`src/rtl/emq_pkg.sv`:
```
package emq_pkg;

    typedef enum logic [7:0] {
        OP_NONE     = 8'h00,
        OP_RELEASE  = 8'h01,
        OP_NONEMPTY = 8'h02,
        OP_QACK     = 8'h03
    } emq_op_e;

    typedef struct packed {
        emq_op_e     op;
        logic [7:0]  chan;
        logic [15:0] arg;
    } emq_msg_t;

    function automatic emq_msg_t emq_make(emq_op_e op, logic [7:0] chan, logic [15:0] arg);
        emq_msg_t m;
        m.op   = op;
        m.chan = chan;
        m.arg  = arg;
        return m;
    endfunction

endpackage

```
`src/rtl/emq_src.sv`:
```
module emq_src
    import emq_pkg::*;
#(
    parameter int NCH = 4,
    parameter int BUF_W = 4,
    parameter int CNT_W = 12,
    parameter logic [NCH-1:0] NE_EN = 4'b1011,
    localparam int NSRC = 2*NCH + 1
) (
    input  logic                   clk,
    input  logic                   rst,
    input  logic [NCH-1:0]         rel_valid,
    output logic [NCH-1:0]         rel_ready,
    input  logic [NCH*BUF_W-1:0]   rel_buf,
    input  logic [NCH*CNT_W-1:0]   rel_cnt,
    input  logic [NCH-1:0]         has_data,
    input  logic                   qa_valid,
    output logic                   qa_ready,
    input  logic [15:0]            qa_len,
    input  logic [NSRC-1:0]        clr,
    output logic [NSRC-1:0]        req,
    output emq_msg_t               msg [NSRC]
);

    logic        qa_pend_q;
    logic [15:0] qa_len_q;

    always_ff @(posedge clk) begin
        if (rst) begin
            qa_pend_q <= 1'b0;
            qa_len_q  <= '0;
        end else if (qa_valid && !qa_pend_q) begin
            qa_pend_q <= 1'b1;
            qa_len_q  <= qa_len;
        end else if (clr[0]) begin
            qa_pend_q <= 1'b0;
        end
    end

    assign qa_ready = !qa_pend_q;
    assign req[0]   = qa_pend_q;
    assign msg[0]   = emq_make(OP_QACK, 8'd0, qa_len_q);

    for (genvar i = 0; i < NCH; i++) begin : g_ch
        logic             rel_pend_q;
        logic [BUF_W-1:0] buf_q;
        logic [CNT_W-1:0] cnt_q;
        logic             ne_pend;

        always_ff @(posedge clk) begin
            if (rst) begin
                rel_pend_q <= 1'b0;
                buf_q      <= '0;
                cnt_q      <= '0;
            end else if (rel_valid[i] && !rel_pend_q) begin
                rel_pend_q <= 1'b1;
                buf_q      <= rel_buf[i*BUF_W +: BUF_W];
                cnt_q      <= rel_cnt[i*CNT_W +: CNT_W];
            end else if (clr[1+i]) begin
                rel_pend_q <= 1'b0;
            end
        end

        assign rel_ready[i] = !rel_pend_q;
        assign req[1+i]     = rel_pend_q;
        assign msg[1+i]     = emq_make(OP_RELEASE, 8'(i+1), 16'({buf_q, cnt_q}));

        if (NE_EN[i]) begin : g_ne
            logic prev_q, pend_q;
            always_ff @(posedge clk) begin
                if (rst) begin
                    prev_q <= 1'b0;
                    pend_q <= 1'b0;
                end else begin
                    prev_q <= has_data[i];
                    if (has_data[i] && !prev_q) pend_q <= 1'b1;
                    else if (clr[1+NCH+i])      pend_q <= 1'b0;
                end
            end
            assign ne_pend = pend_q;
        end else begin : g_no_ne
            assign ne_pend = 1'b0;
        end

        assign req[1+NCH+i] = ne_pend;
        assign msg[1+NCH+i] = emq_make(OP_NONEMPTY, 8'(i+1), 16'd0);
    end

endmodule

```
`src/rtl/emq_rr_arb.sv`:
```
module emq_rr_arb #(
    parameter int N = 9,
    localparam int IDX_W = (N > 1) ? $clog2(N) : 1
) (
    input  logic             clk,
    input  logic             rst,
    input  logic [N-1:0]     req,
    input  logic             advance,
    output logic [N-1:0]     gnt,
    output logic [IDX_W-1:0] gnt_idx,
    output logic             any
);

    logic [IDX_W-1:0] last_q;

    always_comb begin
        gnt     = '0;
        gnt_idx = '0;
        any     = 1'b0;
        for (int k = 1; k <= N; k++) begin
            int idx;
            idx = (int'(last_q) + k) % N;
            if (!any && req[idx]) begin
                any     = 1'b1;
                gnt_idx = IDX_W'(idx);
            end
        end
        if (any) gnt[gnt_idx] = 1'b1;
    end

    always_ff @(posedge clk) begin
        if (rst)          last_q <= IDX_W'(N-1);
        else if (advance) last_q <= gnt_idx;
    end

endmodule

```
`src/rtl/emq_ring.sv`:
```
module emq_ring
    import emq_pkg::*;
#(
    parameter int DEPTH = 8,
    parameter int ADDR_W = 32,
    parameter logic [ADDR_W-1:0] BASE = 32'h0000_1000,
    localparam int PTR_W = $clog2(DEPTH) + 1,
    localparam int SLOT_W = PTR_W - 1
) (
    input  logic              clk,
    input  logic              rst,
    input  logic              take,
    input  emq_msg_t          msg_in,
    output logic              can_take,
    input  logic              db_valid,
    input  logic [PTR_W-1:0]  db_rptr,
    input  logic              dma_ready,
    output logic              dma_valid,
    output logic [ADDR_W-1:0] dma_addr,
    output logic [31:0]       dma_data,
    output logic              irq
);

    logic [PTR_W-1:0]  wptr_q, cptr_q, rptr_q;
    logic              vld_q, irq_q;
    emq_msg_t          data_q;
    logic [ADDR_W-1:0] addr_q;
    logic [PTR_W-1:0]  used;
    logic              full, hs;

    assign used     = wptr_q - rptr_q;
    assign full     = (used == PTR_W'(DEPTH));
    assign hs       = vld_q && dma_ready;
    assign can_take = !full && (!vld_q || dma_ready);

    always_ff @(posedge clk) begin
        if (rst) begin
            wptr_q <= '0;
            cptr_q <= '0;
            rptr_q <= '0;
            vld_q  <= 1'b0;
            irq_q  <= 1'b0;
            data_q <= '0;
            addr_q <= '0;
        end else begin
            if (take) begin
                vld_q  <= 1'b1;
                data_q <= msg_in;
                addr_q <= BASE + ADDR_W'({wptr_q[SLOT_W-1:0], 2'b00});
                wptr_q <= wptr_q + 1'b1;
            end else if (hs) begin
                vld_q <= 1'b0;
            end
            if (hs) cptr_q <= cptr_q + 1'b1;
            if (db_valid) rptr_q <= db_rptr;
            if (hs && cptr_q == rptr_q) irq_q <= 1'b1;
            else if (db_valid)          irq_q <= 1'b0;
        end
    end

    assign dma_valid = vld_q;
    assign dma_addr  = addr_q;
    assign dma_data  = data_q;
    assign irq       = irq_q;

endmodule

```
`src/rtl/emq_top.sv`:
```
module emq_top
    import emq_pkg::*;
#(
    parameter int NCH = 4,
    parameter int DEPTH = 8,
    parameter int ADDR_W = 32,
    parameter logic [ADDR_W-1:0] BASE = 32'h0000_1000,
    parameter int BUF_W = 4,
    parameter int CNT_W = 12,
    parameter logic [NCH-1:0] NE_EN = 4'b1011,
    localparam int PTR_W = $clog2(DEPTH) + 1
) (
    input  logic                 clk,
    input  logic                 rst,
    input  logic [NCH-1:0]       rel_valid,
    output logic [NCH-1:0]       rel_ready,
    input  logic [NCH*BUF_W-1:0] rel_buf,
    input  logic [NCH*CNT_W-1:0] rel_cnt,
    input  logic [NCH-1:0]       has_data,
    input  logic                 qa_valid,
    output logic                 qa_ready,
    input  logic [15:0]          qa_len,
    input  logic                 db_valid,
    input  logic [PTR_W-1:0]     db_rptr,
    output logic                 dma_valid,
    input  logic                 dma_ready,
    output logic [ADDR_W-1:0]    dma_addr,
    output logic [31:0]          dma_data,
    output logic                 irq
);

    localparam int NSRC  = 2*NCH + 1;
    localparam int IDX_W = $clog2(NSRC);

    logic [NSRC-1:0]  req, gnt, clr;
    logic [IDX_W-1:0] gnt_idx;
    logic             any, can_take, advance;
    emq_msg_t         src_msg [NSRC];

    emq_src #(.NCH(NCH), .BUF_W(BUF_W), .CNT_W(CNT_W), .NE_EN(NE_EN)) u_src (
        .clk(clk), .rst(rst),
        .rel_valid(rel_valid), .rel_ready(rel_ready),
        .rel_buf(rel_buf), .rel_cnt(rel_cnt),
        .has_data(has_data),
        .qa_valid(qa_valid), .qa_ready(qa_ready), .qa_len(qa_len),
        .clr(clr), .req(req), .msg(src_msg)
    );

    emq_rr_arb #(.N(NSRC)) u_arb (
        .clk(clk), .rst(rst), .req(req), .advance(advance),
        .gnt(gnt), .gnt_idx(gnt_idx), .any(any)
    );

    assign advance = any && can_take;
    assign clr     = gnt & {NSRC{advance}};

    emq_ring #(.DEPTH(DEPTH), .ADDR_W(ADDR_W), .BASE(BASE)) u_ring (
        .clk(clk), .rst(rst),
        .take(advance), .msg_in(src_msg[gnt_idx]), .can_take(can_take),
        .db_valid(db_valid), .db_rptr(db_rptr),
        .dma_ready(dma_ready), .dma_valid(dma_valid),
        .dma_addr(dma_addr), .dma_data(dma_data), .irq(irq)
    );

endmodule

```
`config.mk`:
```
export PLATFORM = sky130hd
export DESIGN_NAME = emq_top
export DESIGN_NICKNAME = d
export VERILOG_FILES = /design/src/rtl/emq_pkg.sv /design/src/rtl/emq_src.sv /design/src/rtl/emq_rr_arb.sv /design/src/rtl/emq_ring.sv /design/src/rtl/emq_top.sv
export SDC_FILE = /design/constraint.sdc
export NUM_CORES = 1
export LEC_CHECK = 0
export BUFFER_PORTS_ARGS = -buffer_cell sky130_fd_sc_hd__buf_4
export CAP_MARGIN = 20
export CORE_ASPECT_RATIO = 1.2
export CORE_MARGIN = 2
export CORE_UTILIZATION = 40
export CTS_BUF_LIST = sky130_fd_sc_hd__clkbuf_4 sky130_fd_sc_hd__clkbuf_8
export DETAILED_ROUTE_END_ITERATION = 6
export GPL_TIMING_DRIVEN = 0
export PLACE_DENSITY_LB_ADDON = 0.3
export SETUP_SLACK_MARGIN = 0.15
export SLEW_MARGIN = 20
export SYNTH_ARGS = -nofsm -noshare
export SYNTH_HDL_FRONTEND = slang
export SYNTH_SLANG_ARGS = --single-unit
```
`constraint.sdc`:
```
create_clock -name clk -period 9.3 [get_ports clk]
set_input_delay 1.395 -clock clk [delete_from_list [all_inputs] [get_ports clk]]
set_output_delay 1.395 -clock clk [all_outputs]
set_load 0.01 [all_outputs]
```
==> flow_summary.toml <==
[synth]
ys_async_sr_fraction_pct = 0
syn_area_um2 = 11600
avgSynthCellArea_um2 = 7.78
synth.distinct_cells = 130
synth_top_area_cell = "dfxtp_1"
synth.area.mux_share_pct = 7.51
synth_edf_count = 0
yosys.area_share.adder_pct = 6.25
synth_top_cells_by_area = "dfxtp_1 (23%), nand2_1 (8.8%), ha_1 (6.2%)"
synth_cells = 1493
ys_warn_count = 0
ys_seq_area_share_pct = 23.1
synth-seq-cells = 134
synth_top_area_share_pct = 23.1
synth-xor-area-share_pct = 3.49
synth_top_family_by_area = "compound AO/OA/AOI/OAI gates"
synth_ff_type = "dfxtp_1"
yosys.area_share.simple_pct = 23.5
synth_compound_area_share_pct = 28.0

[clock_tree]
htree_levels = 4
clk_path_buf_depth = 2
clkSlewWorstSetupHoldPaths_ns = 0.08
holdBufCountCts = 0
root_buffer = "clkbuf_8"
cts_tree = "yes"
clk_latency_ns = 0.45
numCtsBuffers = 17
cts_sinks = 134

[hold_path]
hold_depth = 1
min_path_type = "flop to flop"

[sta]
final.period_utilization_pct = 93.2
drv_slew = 0
skew_ns = 0.0166
setup_viol = 0
hold_violations = 0
fin_crit_ns = 8.66
max_clock_freq_ghz = 0.115
tightest_slew_ns = 0.842
slew-limit-headroom_pct = 43.3
rsz0062_at_grt = "false"

[worst_setup_path]
required_ns = 9.64
worstPathArrival_ns = 9.01
crit_type = "flop to flop"
endpoint_kind = "flop"
crit_slowest_cell = "a2111oi_2"
path_max_fanout = 16
r2r_cells = 32
cp-start-kind = "flop"
slowest_delay_ns = 0.57

[global_route]
grt_max_degree = 17
grt_use_total_pct = 25.8
grt_pass1_vias = 11400
grt_overflow_total = 0
antenna_found_initial = 0
grt_pass1_wl_um = 62100

[drt]
avgRoutedWirePerCell_um = 19.4
final_antenna_net_count = 0
drt-initial-drc-count = 897
vias = 11700
routed_wl_um = 40200
routed_via_density = 5.66
drtPass1Iterations = 5
drc = 0

[floorplan]
io_pins = 168
die_w_um = 160
die_y_um = 191
start_util_pct = 40.5
dieArea_um2 = 30400
rows = 68
coreArea_um2 = 28700

[cells_and_area]
nets = 1831
drive_above_1_share_pct = 20.1
diodes = 0
area_delta_synth_final_pct = 17.5
finish.utilization_pct = 47.6
fillers = 2894

[flow_run]
drv_cap = 0

[outcome]
outcome = "finished, final reports clean"

[place]
gp_congestion = 0.970
io_buffers = 126
hpwl_um = 32100
metrics by stage:
step / instances / instance area [µm²] / TNS, ns / hold slack [ns] / setup slack (ns)
after floorplan: 1531 / 11800 / 0 / 0.426 / 2.26
after global routing: 2074 / 13700 / 0 / 0.476 / 0.187
after CTS: 2074 / 13600 / 0 / 0.458 / 0.288
final: 2074 / 13700 / 0 / 0.450 / 0.636
after global placement: 2042 / 13200 / -2.76 / 0.431 / -0.243
after detailed placement: 2042 / 13200 / -2.90 / 0.441 / -0.272
logic make-up after synthesis:
family / Yosys count
compound gates: 438
xor+xnor: 36
fa+ha+maj: 58
buf+inv: 179
flops: 134
mux: 78
other cells: 1
simple gates: 569
critical path: cells and delay by family (launching register included):
kind	cells	cell delay [ns]
buffers and inverters	12	2.71
AOI/OAI and AO/OA	9	2.43
and+or+nand+nor	6	1.27
xor gates and xnor gates	1	0.30
muxes	1	0.36
DFF	1	0.48
adders and majority gates	3	0.98
repair_timing:
item	4_1_cts	5_1_grt
gates resized for setup	5	7
setup endpoints to repair	20	26
hold endpoints to repair	0	0
setup buffers	0	0
registers in the layout, indices dropped and copies added (netlist names), 4 cells and up:
signal                 cells
u_ring.cptr_q              4
u_src.g_ch.cnt_q          48
u_ring.dma_data           21
u_ring.dma_addr            4
u_ring.wptr_q              4
u_src.qa_len_q            16
u_src.g_ch.buf_q          16
u_src.g_ch.rel_pend_q      4
u_ring.rptr_q              4
u_arb.last_q               4
cells in the final DEF, fill, tap and decap left out, types with 12 or more instances in the layout:
master / synthesis / routed
clkbuf_1: 43 / 41
inv_1: 45 / 45
o211ai_1: 13 / 13
o21ai_0: 44 / 43
a21oi_1: 126 / 126
clkbuf_8: 0 / 20
nor3_1: 24 / 23
nor2b_1: 26 / 26
nand3_1: 43 / 43
a211oi_1: 13 / 13
buf_4: 46 / 172
mux2i_1: 61 / 61
o21a_1: 15 / 15
or3_1: 12 / 12
ha_1: 58 / 57
nand2_1: 273 / 273
xnor2_1: 21 / 20
a21o_1: 16 / 16
nand2b_1: 23 / 23
o221ai_1: 19 / 19
and3_1: 12 / 12
conb_1: 1 / 39
o22ai_1: 16 / 16
dfxtp_1: 134 / 133
nor2_1: 83 / 83
buf_2: 17 / 16
path summary, 6_finish.rpt:
| path | start | end | slack [ns] |
|---|---|---|---|
| max | u_arb.last_q[0] | u_ring.dma_data[8] | 0.64 |
| min | u_src.g_ch[3].cnt_q[3] | u_ring.dma_data[3] | 0.45 |
| max reg2reg | u_arb.last_q[0] | u_ring.dma_data[8] | 0.64 |
| min reg2reg | u_src.g_ch[3].cnt_q[3] | u_ring.dma_data[3] | 0.45 |
cells in the mapped netlist (6+ instances only):
master and instances:
nand2b_1 23, dfxtp_1 134, nor2_1 83, o31ai_1 9
or3_1 12, ha_1 58, inv_1 45, a21o_1 16
buf_2 17, a21oi_1 126, o221ai_1 19, nand2_1 273
nor2b_1 26, clkbuf_1 43, a211oi_1 13, nand4_1 10
and3_1 12, nor4_1 7, a211o_1 11, xor2_1 9
o211ai_1 13, inv_2 7, nand3_1 43, mux2i_1 61
o21ai_1 10, o21ai_0 44, o22ai_1 16, a32oi_1 7
buf_4 46, and2_1 7, o21a_1 15, xnor2_1 21
nor3_1 24, a31oi_1 10, a22o_1 6, buf_1 8
a22oi_1 10, buf_6 9
layout make-up:
cell class,count,area [µm²],area share [%]
flip-flops and latches,134,2680,19.7
multi-input cells,1218,8170,59.9
clock inverters,12,150,1.10
well taps,385,482,3.53
inverters,55,211,1.55
repair buffers,126,946,6.93
clock buffers,20,275,2.02
plain buffers,124,733,5.37
routing by layer:
metal	vias to the layer above	GRT usage, %	routed length, µm
met5	-	0	0
li1	5710	-	-
met2	426	44.7	19300
met1	5495	29.9	16400
met4	0	16.0	2330
met3	114	3.94	2260
Power is left out: the tool's default activity adds up to more than one toggle a clock period on the data nets, which glitch-free logic cannot reach.
